<file path="src/rtl/wit_pkg.sv">
package wit_pkg;
  localparam int CNT_W   = 8;
  localparam int CSR_W   = 8;
  localparam int WDATA_W = 16;
  localparam int KEY_W   = WDATA_W - CSR_W;
  localparam int CKS_W   = 3;
  localparam int NUM_SEL = 1 << CKS_W;
  localparam int PRE_W   = 17;

  localparam logic [KEY_W-1:0] KEY_CSR = 8'hA5;
  localparam logic [KEY_W-1:0] KEY_CNT = 8'h5A;

  // Control/status register layout, most significant bit first
  typedef struct packed {
    logic             ovf;
    logic             wdog;
    logic             run;
    logic [1:0]       rsvd;
    logic [CKS_W-1:0] sel;
  } csr_t;

  localparam logic [1:0] RSVD_VAL = 2'b11;

  // log2 of the divide ratio for each clock select code
  function automatic int sel_bits(input int code);
    case (code)
      0:       return 1;
      1:       return 6;
      2:       return 7;
      3:       return 9;
      4:       return 11;
      5:       return 13;
      6:       return 15;
      default: return 17;
    endcase
  endfunction
endpackage

</file>
<file path="src/rtl/wit_rst_sync.sv">
module wit_rst_sync (
  input  logic clk,
  input  logic rst_n,
  output logic rst_sync_n
);
  logic [1:0] sync_q;
  logic [1:0] sync_d;

  always_comb sync_d = {sync_q[0], 1'b1};

  always_ff @(posedge clk or negedge rst_n) begin
    if (!rst_n) sync_q <= '0;
    else        sync_q <= sync_d;
  end

  assign rst_sync_n = sync_q[1];
endmodule

</file>
<file path="src/rtl/wit_prescaler.sv">
module wit_prescaler
  import wit_pkg::*;
#(
  parameter int P_W = PRE_W,
  parameter int S_W = CKS_W
) (
  input  logic           clk,
  input  logic           rst_n,
  input  logic [S_W-1:0] sel,
  output logic           tick
);
  localparam int TAPS = 1 << S_W;

  logic [P_W-1:0]  pre_q;
  logic [P_W-1:0]  pre_d;
  logic [TAPS-1:0] tap;

  always_comb pre_d = pre_q + 1'b1;

  always_ff @(posedge clk or negedge rst_n) begin
    if (!rst_n) pre_q <= '0;
    else        pre_q <= pre_d;
  end

  // One tap per clock select code: high when the low bits are all ones
  for (genvar g = 0; g < TAPS; g++) begin : g_tap
    localparam int B = sel_bits(g);
    assign tap[g] = &pre_q[B-1:0];
  end

  assign tick = tap[sel];
endmodule

</file>
<file path="src/rtl/wit_counter.sv">
module wit_counter
  import wit_pkg::*;
#(
  parameter int W = CNT_W
) (
  input  logic         clk,
  input  logic         rst_n,
  input  logic         run,
  input  logic         tick,
  input  logic         load,
  input  logic [W-1:0] load_val,
  output logic [W-1:0] cnt_q,
  output logic         wrap
);
  logic [W-1:0] cnt_d;
  logic         cnt_en;

  // a load wins over a tick, so a load never wraps
  assign wrap   = run && !load && tick && (&cnt_q);
  assign cnt_en = !run || load || tick;

  always_comb begin
    cnt_d = cnt_q;
    if (!run)      cnt_d = '0;
    else if (load) cnt_d = load_val;
    else if (tick) cnt_d = cnt_q + 1'b1;
  end

  always_ff @(posedge clk or negedge rst_n) begin
    if (!rst_n)      cnt_q <= '0;
    else if (cnt_en) cnt_q <= cnt_d;
  end
endmodule

</file>
<file path="src/rtl/wit_regs.sv">
module wit_regs
  import wit_pkg::*;
#(
  parameter int ADDR_W   = 2,
  parameter int CSR_ADDR = 0,
  parameter int CNT_ADDR = 1
) (
  input  logic               clk,
  input  logic               rst_n,
  input  logic [ADDR_W-1:0]  addr,
  input  logic               wr_en,
  input  logic               rd_en,
  input  logic [WDATA_W-1:0] wr_data,
  input  logic               wrap,
  input  logic [CNT_W-1:0]   cnt_q,
  output logic               run_q,
  output logic               wdog_q,
  output logic [CKS_W-1:0]   sel_q,
  output logic               load,
  output logic [CNT_W-1:0]   load_val,
  output logic [CSR_W-1:0]   rd_data,
  output logic               flag_q,
  output logic               pulse_q
);
  logic [KEY_W-1:0] key;
  csr_t             body;
  logic             hit_csr, hit_cnt;
  logic             csr_wr;
  logic             arm_q, arm_d;
  logic             run_d, wdog_d, flag_d, pulse_d;
  logic [CKS_W-1:0] sel_d;
  logic             ctl_en;
  csr_t             csr_view;

  assign key     = wr_data[WDATA_W-1 -: KEY_W];
  assign body    = csr_t'(wr_data[CSR_W-1:0]);
  assign hit_csr = (addr == ADDR_W'(CSR_ADDR));
  assign hit_cnt = (addr == ADDR_W'(CNT_ADDR));

  assign csr_wr   = wr_en && hit_csr && (key == KEY_CSR);
  assign load     = wr_en && hit_cnt && (key == KEY_CNT) && run_q;
  assign load_val = wr_data[CNT_W-1:0];

  // Mode, enable and select fields
  assign ctl_en = csr_wr;
  always_comb begin
    run_d  = run_q;
    wdog_d = wdog_q;
    sel_d  = sel_q;
    if (csr_wr) begin
      run_d  = body.run;
      wdog_d = body.wdog;
      sel_d  = body.sel;
    end
  end

  // Clear arming: a read that sees the flag set, dropped by any control write
  always_comb begin
    arm_d = arm_q;
    if (csr_wr)                         arm_d = 1'b0;
    else if (rd_en && hit_csr && flag_q) arm_d = 1'b1;
  end

  // Overflow flag: a new overflow beats a clear on the same edge
  always_comb begin
    flag_d = flag_q;
    if (wrap && !wdog_q)                       flag_d = 1'b1;
    else if (csr_wr && arm_q && !body.ovf)     flag_d = 1'b0;
  end

  assign pulse_d = wrap && wdog_q;

  always_ff @(posedge clk or negedge rst_n) begin
    if (!rst_n) begin
      run_q  <= 1'b0;
      wdog_q <= 1'b0;
      sel_q  <= '0;
    end else if (ctl_en) begin
      run_q  <= run_d;
      wdog_q <= wdog_d;
      sel_q  <= sel_d;
    end
  end

  always_ff @(posedge clk or negedge rst_n) begin
    if (!rst_n) begin
      arm_q   <= 1'b0;
      flag_q  <= 1'b0;
      pulse_q <= 1'b0;
    end else begin
      arm_q   <= arm_d;
      flag_q  <= flag_d;
      pulse_q <= pulse_d;
    end
  end

  // Read view
  always_comb begin
    csr_view      = '0;
    csr_view.ovf  = flag_q;
    csr_view.wdog = wdog_q;
    csr_view.run  = run_q;
    csr_view.rsvd = RSVD_VAL;
    csr_view.sel  = sel_q;
  end

  always_comb begin
    rd_data = '0;
    if (rd_en) begin
      if (hit_csr)      rd_data = csr_view;
      else if (hit_cnt) rd_data = cnt_q;
    end
  end
endmodule

</file>
<file path="src/rtl/wdog_itimer.sv">
module wdog_itimer
  import wit_pkg::*;
#(
  parameter int ADDR_W   = 2,
  parameter int CSR_ADDR = 0,
  parameter int CNT_ADDR = 1
) (
  input  logic               clk,
  input  logic               rst_n,
  input  logic [ADDR_W-1:0]  addr,
  input  logic               wr_en,
  input  logic               rd_en,
  input  logic [WDATA_W-1:0] wr_data,
  output logic [CSR_W-1:0]   rd_data,
  output logic               irq,
  output logic               wdt_ovf
);
  logic             rst_sync_n;
  logic             tick;
  logic             wrap;
  logic             load;
  logic [CNT_W-1:0] load_val;
  logic [CNT_W-1:0] cnt_q;
  logic             run_q, wdog_q;
  logic [CKS_W-1:0] sel_q;
  logic             flag_q, pulse_q;

  wit_rst_sync u_rst (
    .clk        (clk),
    .rst_n      (rst_n),
    .rst_sync_n (rst_sync_n)
  );

  wit_prescaler #(.P_W(PRE_W), .S_W(CKS_W)) u_pre (
    .clk   (clk),
    .rst_n (rst_sync_n),
    .sel   (sel_q),
    .tick  (tick)
  );

  wit_counter #(.W(CNT_W)) u_cnt (
    .clk      (clk),
    .rst_n    (rst_sync_n),
    .run      (run_q),
    .tick     (tick),
    .load     (load),
    .load_val (load_val),
    .cnt_q    (cnt_q),
    .wrap     (wrap)
  );

  wit_regs #(.ADDR_W(ADDR_W), .CSR_ADDR(CSR_ADDR), .CNT_ADDR(CNT_ADDR)) u_regs (
    .clk      (clk),
    .rst_n    (rst_sync_n),
    .addr     (addr),
    .wr_en    (wr_en),
    .rd_en    (rd_en),
    .wr_data  (wr_data),
    .wrap     (wrap),
    .cnt_q    (cnt_q),
    .run_q    (run_q),
    .wdog_q   (wdog_q),
    .sel_q    (sel_q),
    .load     (load),
    .load_val (load_val),
    .rd_data  (rd_data),
    .flag_q   (flag_q),
    .pulse_q  (pulse_q)
  );

  assign irq     = flag_q;
  assign wdt_ovf = pulse_q;
endmodule

</file>
<file path="config.mk">
export PLATFORM = sky130hd
export DESIGN_NAME = wdog_itimer
export DESIGN_NICKNAME = d
export VERILOG_FILES = /design/src/rtl/wit_pkg.sv /design/src/rtl/wit_rst_sync.sv /design/src/rtl/wit_prescaler.sv /design/src/rtl/wit_counter.sv /design/src/rtl/wit_regs.sv /design/src/rtl/wdog_itimer.sv
export SDC_FILE = /design/constraint.sdc
export NUM_CORES = 1
export LEC_CHECK = 0
export ABC_AREA = 1
export BUFFER_PORTS_ARGS = -buffer_cell sky130_fd_sc_hd__buf_2
export CAP_MARGIN = 20
export CORE_MARGIN = 8
export CORE_UTILIZATION = 45
export CTS_CLUSTER_DIAMETER = 50
export CTS_CLUSTER_SIZE = 25
export DETAILED_ROUTE_END_ITERATION = 10
export HOLD_SLACK_MARGIN = 0.06
export PLACE_DENSITY = 0.66
export SLEW_MARGIN = 20
export SYNTH_ARGS = -nofsm -noshare
export SYNTH_HDL_FRONTEND = slang
export SYNTH_SLANG_ARGS = --single-unit
</file>
<file path="constraint.sdc">
create_clock -name clk -period 2.11 [get_ports clk]
set_clock_uncertainty 0.15 [all_clocks]
set_input_delay 0.1055 -clock clk [delete_from_list [all_inputs] [get_ports clk]]
set_output_delay 0.1055 -clock clk [all_outputs]
set_load 0.05 [all_outputs]
</file>
==> metrics <==
status finished clean; Crit Path Max Fanout 8; Final HPWL DP roughly 3.5 mm; count of unique library cells instantiated by Yosys 34; Bufs on Longest Clock Path 2; largest net degree at the start of global routing 20; initial antenna violation count 0; Combinational Power Share 0.084; final hold vios 0; CP Data Required Time about 2200 ps; Synth Cell Area 1990 um^2; period utilization 0.925; vias in the first global route 1743; sequential fraction of the synthesis area 0.441; minimum clock period 1950 ps; Register Area 880 um^2; fin cells 356; first-pass GRT wire length 8.13 mm; leak pwr 1.24 nW; r2r setup slk 160 ps; area of the multi-input gates 1010 um^2; # DRC 0; Psw 0.306 mW; GPL Wtd Cong 0.842; nets 329; Core Box Area 4290 um^2; clock slew seen by the registers of the worst setup and hold paths 80 ps; Syn Area/Cell 8.10 um^2; crit path capture type flop; Area Growth Syn to Fin 27.2%; Yosys reg bits 35; HP Class flop to asynchronous set/reset pin; Reg power frac 0.539; ant diodes 0; endpoints failing setup 0; Final TNS setup 0 ps; CTS HTree Levels 2; Final Hold Slack around 48 ps; initial DRC count 97; Crit path arrival time 2030 ps; VDD IR max 466 uV; Clock Power Share 0.377; fillers 399; DIE HEIGHT around 82 um; Mapped Nets 271; Clock Latency Late Sink 290 ps; Chip Width 82.4 um; Worst Path Class, Setup flop to flop; Synthesis Warnings 0; Port Buffers 31; # Max-Cap Violations 0; WL final 4.74 mm; GRT Overall Usage 0.154; top-level I/O count 32; Starting Density 0.462; Int Power 0.950 mW; Routed wire per std cell 13.3 um; Core Util, Final 0.588; final count of pins violating max slew 0; DR vias/cell 4.96; Clock Root Buffer clkbuf_8; Setup crit start kind flop; layout cell share with drive strength beyond 1 0.240; Overflow after GRT 0; via count roughly 1.8k; row count 24; switching part of the total 0.244; number of buffers created by CTS 5; CTS tree yes; die area about 6800 um^2; CTS sink count 35; placed cells 328; f_max 512 MHz; Synth Instances 245; Cell Pwr Density 498 nW/um^2; Detail Route Antenna Nets 0; drt first pass iters 4
worst max-delay path, cell delays in order, from the launching register on:
cell and delay, ps:
dfrtp_1 410, ha_4 180, nand3_4 90, nor2_4 130, nand2_2 70, nor2_2 80
ha_2 160, nor2_1 40, nor2_1 80, nand2_1 90, nand2_4 120, nand2_8 80
nand2_8 80, nand2_1 60, nand2_1 60
Yosys cell counts, drive strengths merged:
master | n | area, um^2
conb | 1 | 3.75
nand2 | 60 | 264
nand4 | 6 | 37.5
buf | 1 | 11.3
dfrtp | 35 | 876
o22ai | 5 | 31.3
a31oi | 1 | 6.26
a22oi | 1 | 7.51
xor2 | 9 | 78.8
nor4 | 2 | 12.5
inv | 36 | 138
nor3 | 4 | 36.3
nor2 | 27 | 121
o21ai | 11 | 55.1
or2 | 1 | 6.26
a21oi | 7 | 35.0
o32ai | 2 | 17.5
xnor2 | 5 | 43.8
ha | 4 | 50.1
o31ai | 1 | 7.51
nand3 | 25 | 143
clkbuf | 1 | 3.75
sequential cells by signal (all words and copies together) (netlist names):
signal and count:
u_regs.arm_q 1, u_regs.run_q 1, u_regs.wdog_q 1, u_regs.flag_q 1, u_regs.pulse_q 1, u_pre.pre_q 17
u_regs.sel_q 3, u_rst.sync_q 2, u_cnt.cnt_q 8
power groups by stage:
| stage | sequential (mW) | combinational (mW) | clock (mW) |
|---|---|---|---|
| after detailed placement | 0.690 | 0.0845 | 0 |
| after floorplan | 0.698 | 0.0385 | 0 |
| after CTS | 0.677 | 0.103 | 0.484 |
| after global placement | 0.690 | 0.0838 | 0 |
| final | 0.677 | 0.105 | 0.474 |
| after global routing | 0.677 | 0.118 | 0.519 |
cell families (layout without fill, tap and decap cells):
| logic type | Yosys count | after routing | synth area share |
|---|---|---|---|
| AND/OR/NAND/NOR | 125 | 126 | 0.313 |
| buffers and inverters | 38 | 96 | 0.0769 |
| flip-flops | 35 | 35 | 0.441 |
| AO/OA/AOI/OAI | 28 | 28 | 0.0807 |
| XOR/XNOR | 14 | 14 | 0.0618 |
| adder cells (fa/ha/maj) | 4 | 4 | 0.0252 |
| other | 1 | 1 | 0.00189 |
layout by cell type (no fill, tap or decap), types with 2 or more instances in the layout:
cell type and count:
dfrtp_2 3, nand2_8 2, a21oi_1 7, inv_2 2
ha_1 2, xnor2_1 5, nor2_2 2, clkbuf_8 5
nand3_2 2, nand4_1 6, nor4_1 2, nand2_1 52
nor2_1 22, xor2_1 9, nand2_2 5, dlygate4sd3_1 14
nor2_4 3, o22ai_1 5, inv_1 33, nand2_4 2
nor3_1 2, dfrtp_1 32, o32ai_1 2, o21ai_0 10
nand3_1 22, buf_2 31, buf_4 7
area by class of cell:
cell class	count	area share
multi-input cells	173	0.400
flip-flops and latches	35	0.348
repair buffers	52	0.138
inverters	36	0.0545
clock buffers	6	0.0287
well taps	52	0.0258
clock inverters	2	0.00496
metal layers:
| layer | part of all wire | track usage |
|---|---|---|
| met1 | 0.47 | 0.221 |
| met2 | 0.45 | 0.219 |
| met3 | 0.063 | 0.0400 |
| met4 | 0.013 | 0.0526 |
| met5 | 0 | 0 |
final timing paths:
check	from	depth (start not counted)	endpoint
max in group asynchronous	rst_n	3	u_rst.sync_q[0]
worst max register to register	u_pre.pre_q[1]	14	u_cnt.cnt_q[6]
min in group clk	addr[0]	4	u_regs.arm_q
worst max-delay path	u_pre.pre_q[1]	14	u_cnt.cnt_q[6]
worst min-delay path	u_rst.sync_q[1]	1	u_pre.pre_q[0]
worst min register to register	u_rst.sync_q[1]	1	u_pre.pre_q[0]
metrics by stage:
stage / worst slack [ps] / power [mW] / cell area (um^2)
floorplan: 144 / 0.737 / 1990
global placement: 153 / 0.774 / 2210
detailed placement: 79.6 / 0.775 / 2210
CTS: 50.3 / 1.26 / 2430
global route: -10.4 / 1.31 / 2520
finish: 157 / 1.26 / 2520
what timing repair did:
action | 4_1_cts | 5_1_grt
hold buffers | 14 | 0
buffers inserted | 0 | 5
gates resized for setup | 0 | 11
endpoints found under the hold margin | 16 | 0
endpoints found under the setup margin | 0 | 9
No activity file was read; power rests on OpenSTA's default activity.
